<file path="config.mk">
export PLATFORM = sky130hd
export DESIGN_NAME = sd_init_responder
export DESIGN_NICKNAME = d
export VERILOG_FILES = /design/src/rtl/sd_resp_pkg.sv /design/src/rtl/sd_cmd_rx.sv /design/src/rtl/sd_rsp_tx.sv /design/src/rtl/sd_init_responder.sv
export SDC_FILE = /design/constraint.sdc
export NUM_CORES = 1
export LEC_CHECK = 0
export BUFFER_PORTS_ARGS = -buffer_cell sky130_fd_sc_hd__buf_2
export CAP_MARGIN = 20
export CORE_UTILIZATION = 55
export DETAILED_ROUTE_END_ITERATION = 8
export HOLD_SLACK_MARGIN = 0.1
export PLACE_DENSITY = 0.75
export SETUP_SLACK_MARGIN = 0.5
export SLEW_MARGIN = 25
export SYNTH_ARGS = -nofsm -noshare
export SYNTH_HDL_FRONTEND = slang
export SYNTH_HIERARCHICAL = 1
export SYNTH_SLANG_ARGS = --single-unit
export TNS_END_PERCENT = 20
</file>
<file path="constraint.sdc">
create_clock -name clk_i -period 3.1 [get_ports clk_i]
set_input_delay 0.62 -clock clk_i [delete_from_list [all_inputs] [get_ports clk_i]]
set_output_delay 0.62 -clock clk_i [all_outputs]
set_load 0.005 [all_outputs]
</file>
<file path="src/rtl/sd_resp_pkg.sv">
package sd_resp_pkg;
  localparam int FRAME_W = 136;
  localparam int SHORT_W = 48;
  localparam int CID_W   = 120;
  localparam int CRC_W   = 7;
  localparam int IDX_W   = $clog2(FRAME_W);

  typedef enum logic [1:0] {RSP_R7, RSP_R3, RSP_R2} rsp_kind_e;

  // one serial CRC7 step, poly x^7+x^3+1
  function automatic logic [CRC_W-1:0] crc7_step(input logic [CRC_W-1:0] c, input logic b);
    return {c[CRC_W-2:0], 1'b0} ^ ((c[CRC_W-1] ^ b) ? 7'h09 : 7'h00);
  endfunction
endpackage

</file>
<file path="src/rtl/sd_cmd_rx.sv">
module sd_cmd_rx
  import sd_resp_pkg::*;
(
  input  logic       clk_i,
  input  logic       rst_ni,
  input  logic       en_i,
  input  logic       cmd_i,
  output logic       valid_o,
  output logic       err_o,
  output logic [5:0] index_o,
  output logic [11:0] echo_o
);
  localparam int BODY_BITS = 46;           // index, argument, crc, end
  localparam int CRC_AT    = 38;           // body bit where crc field starts
  localparam int LAST      = BODY_BITS - 1;
  localparam int CNT_W     = $clog2(BODY_BITS);

  typedef enum logic [1:0] {RX_IDLE, RX_TRANS, RX_BODY} rx_st_e;

  rx_st_e               st_q;
  logic [CNT_W-1:0]     cnt_q;
  logic [BODY_BITS-2:0] sr_q;
  logic [CRC_W-1:0]     crc_q;
  logic                 at_end, good;

  always_ff @(posedge clk_i or negedge rst_ni) begin
    if (!rst_ni) begin
      st_q  <= RX_IDLE;
      cnt_q <= '0;
      sr_q  <= '0;
      crc_q <= '0;
    end else if (!en_i) begin
      st_q <= RX_IDLE;
    end else begin
      unique case (st_q)
        RX_IDLE: begin
          crc_q <= '0;
          if (!cmd_i) st_q <= RX_TRANS;
        end
        RX_TRANS: begin
          if (cmd_i) begin
            st_q  <= RX_BODY;
            cnt_q <= '0;
            crc_q <= crc7_step(crc_q, 1'b1);
          end else begin
            st_q <= RX_IDLE;
          end
        end
        default: begin
          sr_q  <= {sr_q[BODY_BITS-3:0], cmd_i};
          cnt_q <= cnt_q + 1'b1;
          if (cnt_q < CNT_W'(CRC_AT)) crc_q <= crc7_step(crc_q, cmd_i);
          if (cnt_q == CNT_W'(LAST)) st_q <= RX_IDLE;
        end
      endcase
    end
  end

  assign at_end  = en_i && (st_q == RX_BODY) && (cnt_q == CNT_W'(LAST));
  assign good    = cmd_i && (crc_q == sr_q[CRC_W-1:0]);
  assign valid_o = at_end && good;
  assign err_o   = at_end && !good;
  assign index_o = sr_q[BODY_BITS-2 -: 6];
  assign echo_o  = sr_q[CRC_W +: 12];


  // tok_end_chk
  tok_end_chk: assert property (@(posedge clk_i) disable iff (!rst_ni)
    (valid_o || err_o) |=> (st_q == RX_IDLE));
endmodule

</file>
<file path="src/rtl/sd_rsp_tx.sv">
module sd_rsp_tx
  import sd_resp_pkg::*;
(
  input  logic               clk_i,
  input  logic               rst_ni,
  input  logic               start_i,
  input  rsp_kind_e          kind_i,
  input  logic [FRAME_W-1:0] frame_i,
  output logic               cmd_o,
  output logic               oe_o,
  output logic               busy_o,
  output logic               last_o
);
  rsp_kind_e          kind_q;
  logic               busy_q, oe_q, cmd_q;
  logic [IDX_W-1:0]   idx_q;
  logic [FRAME_W-1:0] sr_q;
  logic [CRC_W-1:0]   crc_q, crc_nxt;
  logic [IDX_W-1:0]   len_m1, acc_lo, acc_hi, sub_hi;
  logic               use_crc, in_acc, in_sub, out_bit;

  always_comb begin
    len_m1  = IDX_W'(SHORT_W - 1);
    acc_lo  = '0;
    acc_hi  = IDX_W'(SHORT_W - 8);
    use_crc = 1'b1;
    case (kind_q)
      RSP_R3: use_crc = 1'b0;        // fixed all-ones crc field in frame
      RSP_R2: begin
        len_m1 = IDX_W'(FRAME_W - 1);
        acc_lo = IDX_W'(8);
        acc_hi = IDX_W'(8 + CID_W);
      end
      default: ;
    endcase
    sub_hi  = acc_hi + IDX_W'(CRC_W);
    in_acc  = use_crc && (idx_q >= acc_lo) && (idx_q < acc_hi);
    in_sub  = use_crc && (idx_q >= acc_hi) && (idx_q < sub_hi);
    out_bit = in_sub ? crc_q[CRC_W-1] : sr_q[FRAME_W-1];
    crc_nxt = in_acc ? crc7_step(crc_q, sr_q[FRAME_W-1]) :
              in_sub ? {crc_q[CRC_W-2:0], 1'b0} : crc_q;
  end

  always_ff @(posedge clk_i or negedge rst_ni) begin
    if (!rst_ni) begin
      kind_q <= RSP_R7;
      busy_q <= 1'b0;
      oe_q   <= 1'b0;
      cmd_q  <= 1'b1;
      idx_q  <= '0;
      sr_q   <= '0;
      crc_q  <= '0;
    end else if (start_i) begin
      kind_q <= kind_i;
      busy_q <= 1'b1;
      idx_q  <= '0;
      sr_q   <= frame_i;
      crc_q  <= '0;
    end else if (busy_q) begin
      cmd_q <= out_bit;
      oe_q  <= 1'b1;
      sr_q  <= {sr_q[FRAME_W-2:0], 1'b0};
      crc_q <= crc_nxt;
      idx_q <= idx_q + 1'b1;
      if (idx_q == len_m1) busy_q <= 1'b0;
    end else begin
      oe_q  <= 1'b0;
      cmd_q <= 1'b1;
    end
  end

  assign cmd_o  = cmd_q;
  assign oe_o   = oe_q;
  assign busy_o = busy_q;
  assign last_o = oe_q && !busy_q;


  // frame_oe_chk
  frame_oe_chk: assert property (@(posedge clk_i) disable iff (!rst_ni)
    busy_q |=> oe_q);


  // release_chk
  release_chk: assert property (@(posedge clk_i) disable iff (!rst_ni)
    (oe_q && !busy_q) |=> (!oe_q && cmd_q));
endmodule

</file>
<file path="src/rtl/sd_init_responder.sv">
module sd_init_responder
  import sd_resp_pkg::*;
#(
  parameter int NCR_CYCLES = 2
) (
  input  logic             clk_i,
  input  logic             rst_ni,
  input  logic             cmd_i,
  input  logic [CID_W-1:0] cid_fields_i,
  input  logic             ccs_i,
  output logic             cmd_o,
  output logic             cmd_oe_o,
  output logic             init_done_o,
  output logic             cmd_err_o
);
  localparam int WAIT_W = (NCR_CYCLES > 2) ? $clog2(NCR_CYCLES) : 1;
  localparam int PAD_W  = FRAME_W - SHORT_W;
  localparam logic [CID_W-1:0] RSV_MASK = CID_W'(16'hF000);  // CID bits 23..20

  typedef enum logic [2:0] {SEQ_WAIT0, SEQ_WAIT8, SEQ_WAIT55, SEQ_WAIT41,
                            SEQ_WAIT2, SEQ_DONE} seq_e;

  seq_e               seq_q, seq_nxt;
  rsp_kind_e          kind_q, kind_nxt;
  logic               rsp_req, pend_q, done_q, err_q, tx_start;
  logic [WAIT_W-1:0]  wcnt_q;
  logic [11:0]        echo_q;
  logic               rx_en, rx_valid, rx_err;
  logic [5:0]         rx_index;
  logic [11:0]        rx_echo;
  logic               tx_busy, tx_oe, tx_last, tx_cmd;
  logic [FRAME_W-1:0] frame;
  logic [31:0]        ocr;
  logic [CID_W-1:0]   cid_m;

  assign rx_en = !pend_q && !tx_busy && !tx_oe;

  sd_cmd_rx u_rx (
    .clk_i   (clk_i),
    .rst_ni  (rst_ni),
    .en_i    (rx_en),
    .cmd_i   (cmd_i),
    .valid_o (rx_valid),
    .err_o   (rx_err),
    .index_o (rx_index),
    .echo_o  (rx_echo)
  );

  always_comb begin
    seq_nxt  = seq_q;
    rsp_req  = 1'b0;
    kind_nxt = RSP_R7;
    case (seq_q)
      SEQ_WAIT8:  if (rx_index == 6'd8)  begin seq_nxt = SEQ_WAIT55; rsp_req = 1'b1; end
      SEQ_WAIT55: if (rx_index == 6'd55) seq_nxt = SEQ_WAIT41;
      SEQ_WAIT41: if (rx_index == 6'd41) begin seq_nxt = SEQ_WAIT2; rsp_req = 1'b1; kind_nxt = RSP_R3; end
      SEQ_WAIT2:  if (rx_index == 6'd2)  begin seq_nxt = SEQ_DONE; rsp_req = 1'b1; kind_nxt = RSP_R2; end
      default: ;
    endcase
    if (rx_index == 6'd0) begin
      seq_nxt = SEQ_WAIT8;
      rsp_req = 1'b0;
    end
  end

  always_ff @(posedge clk_i or negedge rst_ni) begin
    if (!rst_ni) begin
      seq_q  <= SEQ_WAIT0;
      kind_q <= RSP_R7;
      pend_q <= 1'b0;
      wcnt_q <= '0;
      echo_q <= '0;
      done_q <= 1'b0;
      err_q  <= 1'b0;
    end else begin
      if (rx_err) err_q <= 1'b1;
      if (rx_valid) begin
        err_q <= 1'b0;
        seq_q <= seq_nxt;
        if (rx_index == 6'd0) done_q <= 1'b0;
        if (rsp_req) begin
          pend_q <= 1'b1;
          wcnt_q <= WAIT_W'(NCR_CYCLES - 2);
          kind_q <= kind_nxt;
          echo_q <= rx_echo;
        end
      end else if (pend_q) begin
        if (wcnt_q == '0) pend_q <= 1'b0;
        else wcnt_q <= wcnt_q - 1'b1;
      end
      if (tx_last && kind_q == RSP_R2) done_q <= 1'b1;
    end
  end

  assign tx_start = pend_q && (wcnt_q == '0);
  assign ocr      = {1'b1, ccs_i, 6'd0, 9'h1FF, 15'd0};
  assign cid_m    = cid_fields_i & ~RSV_MASK;

  always_comb begin
    case (kind_q)
      RSP_R3:  frame = {2'b00, 6'h3F, ocr, 7'h7F, 1'b1, {PAD_W{1'b0}}};
      RSP_R2:  frame = {2'b00, 6'h3F, cid_m, 7'd0, 1'b1};
      default: frame = {2'b00, 6'd8, 20'd0, echo_q, 7'd0, 1'b1, {PAD_W{1'b0}}};
    endcase
  end

  sd_rsp_tx u_tx (
    .clk_i   (clk_i),
    .rst_ni  (rst_ni),
    .start_i (tx_start),
    .kind_i  (kind_q),
    .frame_i (frame),
    .cmd_o   (tx_cmd),
    .oe_o    (tx_oe),
    .busy_o  (tx_busy),
    .last_o  (tx_last)
  );

  assign cmd_o       = tx_cmd;
  assign cmd_oe_o    = tx_oe;
  assign init_done_o = done_q;
  assign cmd_err_o   = err_q;


  // seq_hold_chk
  seq_hold_chk: assert property (@(posedge clk_i) disable iff (!rst_ni)
    !$stable(seq_q) |-> $past(rx_valid));


  // single_rsp_chk
  single_rsp_chk: assert property (@(posedge clk_i) disable iff (!rst_ni)
    tx_start |-> (!tx_busy && !tx_oe));


  // done_clear_chk
  done_clear_chk: assert property (@(posedge clk_i) disable iff (!rst_ni)
    $fell(done_q) |-> $past(rx_valid && rx_index == 6'd0));


  // done_rise_chk
  done_rise_chk: assert property (@(posedge clk_i) disable iff (!rst_ni)
    $rose(done_q) |-> $past(tx_last && kind_q == RSP_R2));
endmodule

</file>
==> out/qor.csv <==
stage;metric;value;unit
run_status;status;finished clean;
clock_network;clock-pin slew on the worst setup and hold paths;0.06;ns
yosys;post-synth top area share;0.4935;
floorplan;die width;149.2;um
floorplan;Row Count;53;
floorplan;Die Y;149.2;um
clock_network;postcts setup bufs;0;
sta;Worst Max-Slew Pin Slew;1.146;ns
placement;placed insts;1458;
grt;gr usage total;0.2028;
setup_path;crit path DAT;2.88;ns
clock_network;clock sinks;236;
placement;final HPWL from detailed placement;13.78;mm
clock_network;clk_lat worst skew;0.53;ns
setup_path;WP data required;3.51;ns
yosys;Synth Area in XOR/XNOR;0.01764;
setup_path;Critical Path End Type;flip-flop;
drt;1st-iter DRT viols;444;
sta;Fin Hold WS;0.1355;ns
sta;fmax;403.9;MHz
cells_and_area;fill count;1744;
sta;final hold vios;0;
cells_and_area;layout cells sized above 1;0.2122;
drt;antenna-violating nets left;0;
cells_and_area;Non-Filler Instances;1505;
sta;Worst Skew;0.01652;ns
yosys;Syn. warnings;6;
clock_network;Max clock buf depth;3;
yosys;Cell variety after synth;64;
yosys;EDFF count, synth;0;
yosys;post-synthesis sequential area ratio;0.4957;
drt;Routed Wire Length;22.48;mm
power_and_ir_drop;worst vdd ir;639.0;uV
yosys;ys async rst share;1.000;
setup_path;WP buf/inv;2;
setup_path;CP max stage delay;0.40;ns
sta;Setup TNS;0;ns
yosys;post-synthesis simple-gate area fraction;0.1378;
yosys;number of synthesized register bits;236;
drt;DR WL/cell;14.94;um
setup_path;Critical Setup Path Class;reg2reg;
grt;vias in the first global route;7617;
cells_and_area;Final Net Count;1345;
sta;RSZ-0062 raised after global routing;false;
drt;total iterations of the first detailed-routing run;5;
run;Max Cap Viol;0;
drt;vias;8096;
floorplan;Core ar.;0.02115;mm2
sta;Final Cycle Share;0.7986;
clock_network;CTS Buf Count;26;
grt;first-pass GRT wire length;37.00;mm
hold_path;Hold/Removal Path Class;in2async;
cells_and_area;Area Overhead vs Synth;13.23;%
yosys;ys flop type;dfrtp_1;
cells_and_area;antenna cells;0;
setup_path;worst-path maximum fanout;14;
setup_path;CP Launch Type;flip-flop;
clock_network;Root Buffer;clkbuf_16;
sta;Worst slew margin;0.2357;
setup_path;WP depth;8;
yosys;Yosys top cell by area;dfrtp_1;
grt;initial antenna violation count;0;
grt;largest net degree at the start of global routing;290;
drt;vias per cell;5.379;
clock_network;hold buffer count at CTS;0;
floorplan;io pins;128;
setup_path;CP max-delay cell;dfrtp_1;
yosys;top cells by area, synth;dfrtp_1 49%, mux2i_1 12%, nand2_1 5.0%;
drt;DR DRC count;0;
placement;port bufs;123;
floorplan;Starting Density;0.5633;
setup_path;crit-path cells;xor2_1 -> nor4_1 -> nand4_1 -> nor4_4 -> inv_1 -> a211oi_4 -> buf_4 -> mux2_2;
setup_path;FF-to-FF path depth;8;
clock_network;H-tree depth;1;
yosys;Avg Cell Area, Syn;10.48;um2
clock_network;post_cts resized;0;
sta;final setup fails;0;
yosys;Mapped Area;0.01192;mm2
sta;fin crit period;2.476;ns
yosys;largest family of logic cells by synthesized area;multiplexers;
yosys;Syn Inst Count;1137;
power_and_ir_drop;Cell Pwr Density;600.5;mW/mm2
yosys;Compound-Gate Fraction of Synth Area;0.1129;
clock_network;TritonCTS clock tree;done;
floorplan;Die Footprint;0.02226;mm2
yosys;Synth Area in Adders;0.009450;
power_and_ir_drop;Leakage;5.176;nW
sta;Max Slew Vio Count;0;
grt;total grt overflow;0;
setup_path;cell class contributing the biggest share of worst-path delay;simple AND/OR/NAND/NOR gates;
yosys;mux cell area share after synthesis;0.1757;
placement;final RePlAce weighted congestion;0.8551;
[worst paths after layout]
check,from,end,slack [ns]
worst min register to register,u_rx/sr_q[33],u_rx/sr_q[33],0.50
worst max register to register,u_rx/crc_q[4],echo_q[1],0.62
max in group asynchronous,rst_ni,u_rx/sr_q[9],2.15
min in group clk_i,cid_fields_i[108],u_tx/sr_q[116],0.40
worst min-delay path,rst_ni,u_tx/sr_q[70],0.14
worst max-delay path,u_rx/crc_q[4],echo_q[1],0.62
[flip-flops by register name, indices dropped and copies added (netlist names)]
signal       flops
pend_q           1
u_tx/oe_o        1
echo_q          12
u_rx/cnt_q       6
seq_q            3
cmd_err_o        1
u_rx/crc_q       7
u_tx/idx_q       8
kind_q           2
u_tx/kind_q      2
u_tx/busy_o      1
init_done_o      1
u_tx/cmd_o       1
u_tx/sr_q      136
u_tx/crc_q       7
u_rx/sr_q       45
u_rx/st_q        2
[worst register-to-register path: cells and delay by family, from the launching register on]
family	cells	cell delay, ns
AO/OA/AOI/OAI	1	0.22
AND/OR/NAND/NOR	3	0.75
buffers and inverters	2	0.45
flip-flops	1	0.40
XOR/XNOR	1	0.17
multiplexers	1	0.38
[metal layers]
metal / part of all wire / global-route usage / wire (um)
met5: 0 / 0 / 0
met4: 0.017 / 0.05306 / 382
met3: 0.035 / 0.02599 / 777
met2: 0.47 / 0.3281 / 10630
met1: 0.48 / 0.2889 / 10700
[cell usage in the layout, fill, tap and decap left out, types with 3 or more instances in the layout]
master | synthesis | final
mux2i_1 | 139 | 139
ha_1 | 9 | 8
a22o_1 | 18 | 18
clkbuf_16 | 0 | 26
nor4b_1 | 3 | 3
o31ai_1 | 4 | 4
a211oi_1 | 3 | 3
buf_2 | 21 | 122
nor3_1 | 7 | 7
o21ai_1 | 36 | 36
nand4_1 | 8 | 8
xnor2_1 | 7 | 7
nand4b_1 | 3 | 3
nor2_1 | 24 | 24
nand3_1 | 4 | 4
a21o_1 | 20 | 20
buf_12 | 0 | 5
buf_4 | 20 | 9
mux2_4 | 10 | 10
a21oi_1 | 6 | 6
nor2b_1 | 7 | 7
xor2_1 | 17 | 17
inv_1 | 14 | 14
nand2_1 | 160 | 160
conb_1 | 2 | 14
o21ai_0 | 117 | 117
and3_1 | 3 | 3
and2_1 | 88 | 88
bufinv_16 | 0 | 3
dfrtp_1 | 235 | 233
clkbuf_8 | 0 | 4
mux2_2 | 49 | 49
clkinv_2 | 0 | 6
[report_power, final]
part | internal, mW | total [mW] | switching (mW)
combinational | 0.664 | 1.19 | 0.525
sequential | 3.45 | 3.79 | 0.336
clock | 1.89 | 3.13 | 1.24
[logic make-up after synthesis]
kind of cell	Yosys count
and+or+nand+nor	328
adders and majority gates	9
other	2
buffers and inverters	117
AOI/OAI and AO/OA	223
xor gates and xnor gates	24
muxes	198
DFF	236
[cell usage after synthesis (9+ instances only)]
cell	count
and2_1	88
ha_1	9
nand2_1	160
mux2_2	49
xor2_1	17
o21ai_0	117
buf_4	20
buf_2	21
inv_1	14
a21o_1	20
dfrtp_1	235
o21ai_1	36
nor2_1	24
a22o_1	18
mux2i_1	139
mux2_4	10
clkbuf_1	50
[per-stage QoR]
step / setup WS, ns / power [mW] / util / instance area (um2)
floorplan: 0.5657 / 4.835 / - / 11960
global placement: 0.6557 / 4.955 / 0.5938 / 12560
detailed placement: 0.5894 / 5.020 / 0.5938 / 12560
CTS: 0.5839 / 8.178 / 0.6358 / 13450
global route: 0.4792 / 8.479 / 0.6378 / 13490
finish: 0.6243 / 8.102 / 0.6378 / 13490
[final cells by class]
class                      instances  area (um2)  area share
sequential                       236        5914      0.4383
multi-input combinational        796        5473      0.4056
timing repair buffer             138       820.8     0.06083
clock buffer                      31       709.4     0.05258
tap                              275       344.1     0.02550
clock inverter                    15       178.9     0.01326
inverter                          14       52.55    0.003895
Note: power is estimated with default switching activity, not from simulation.
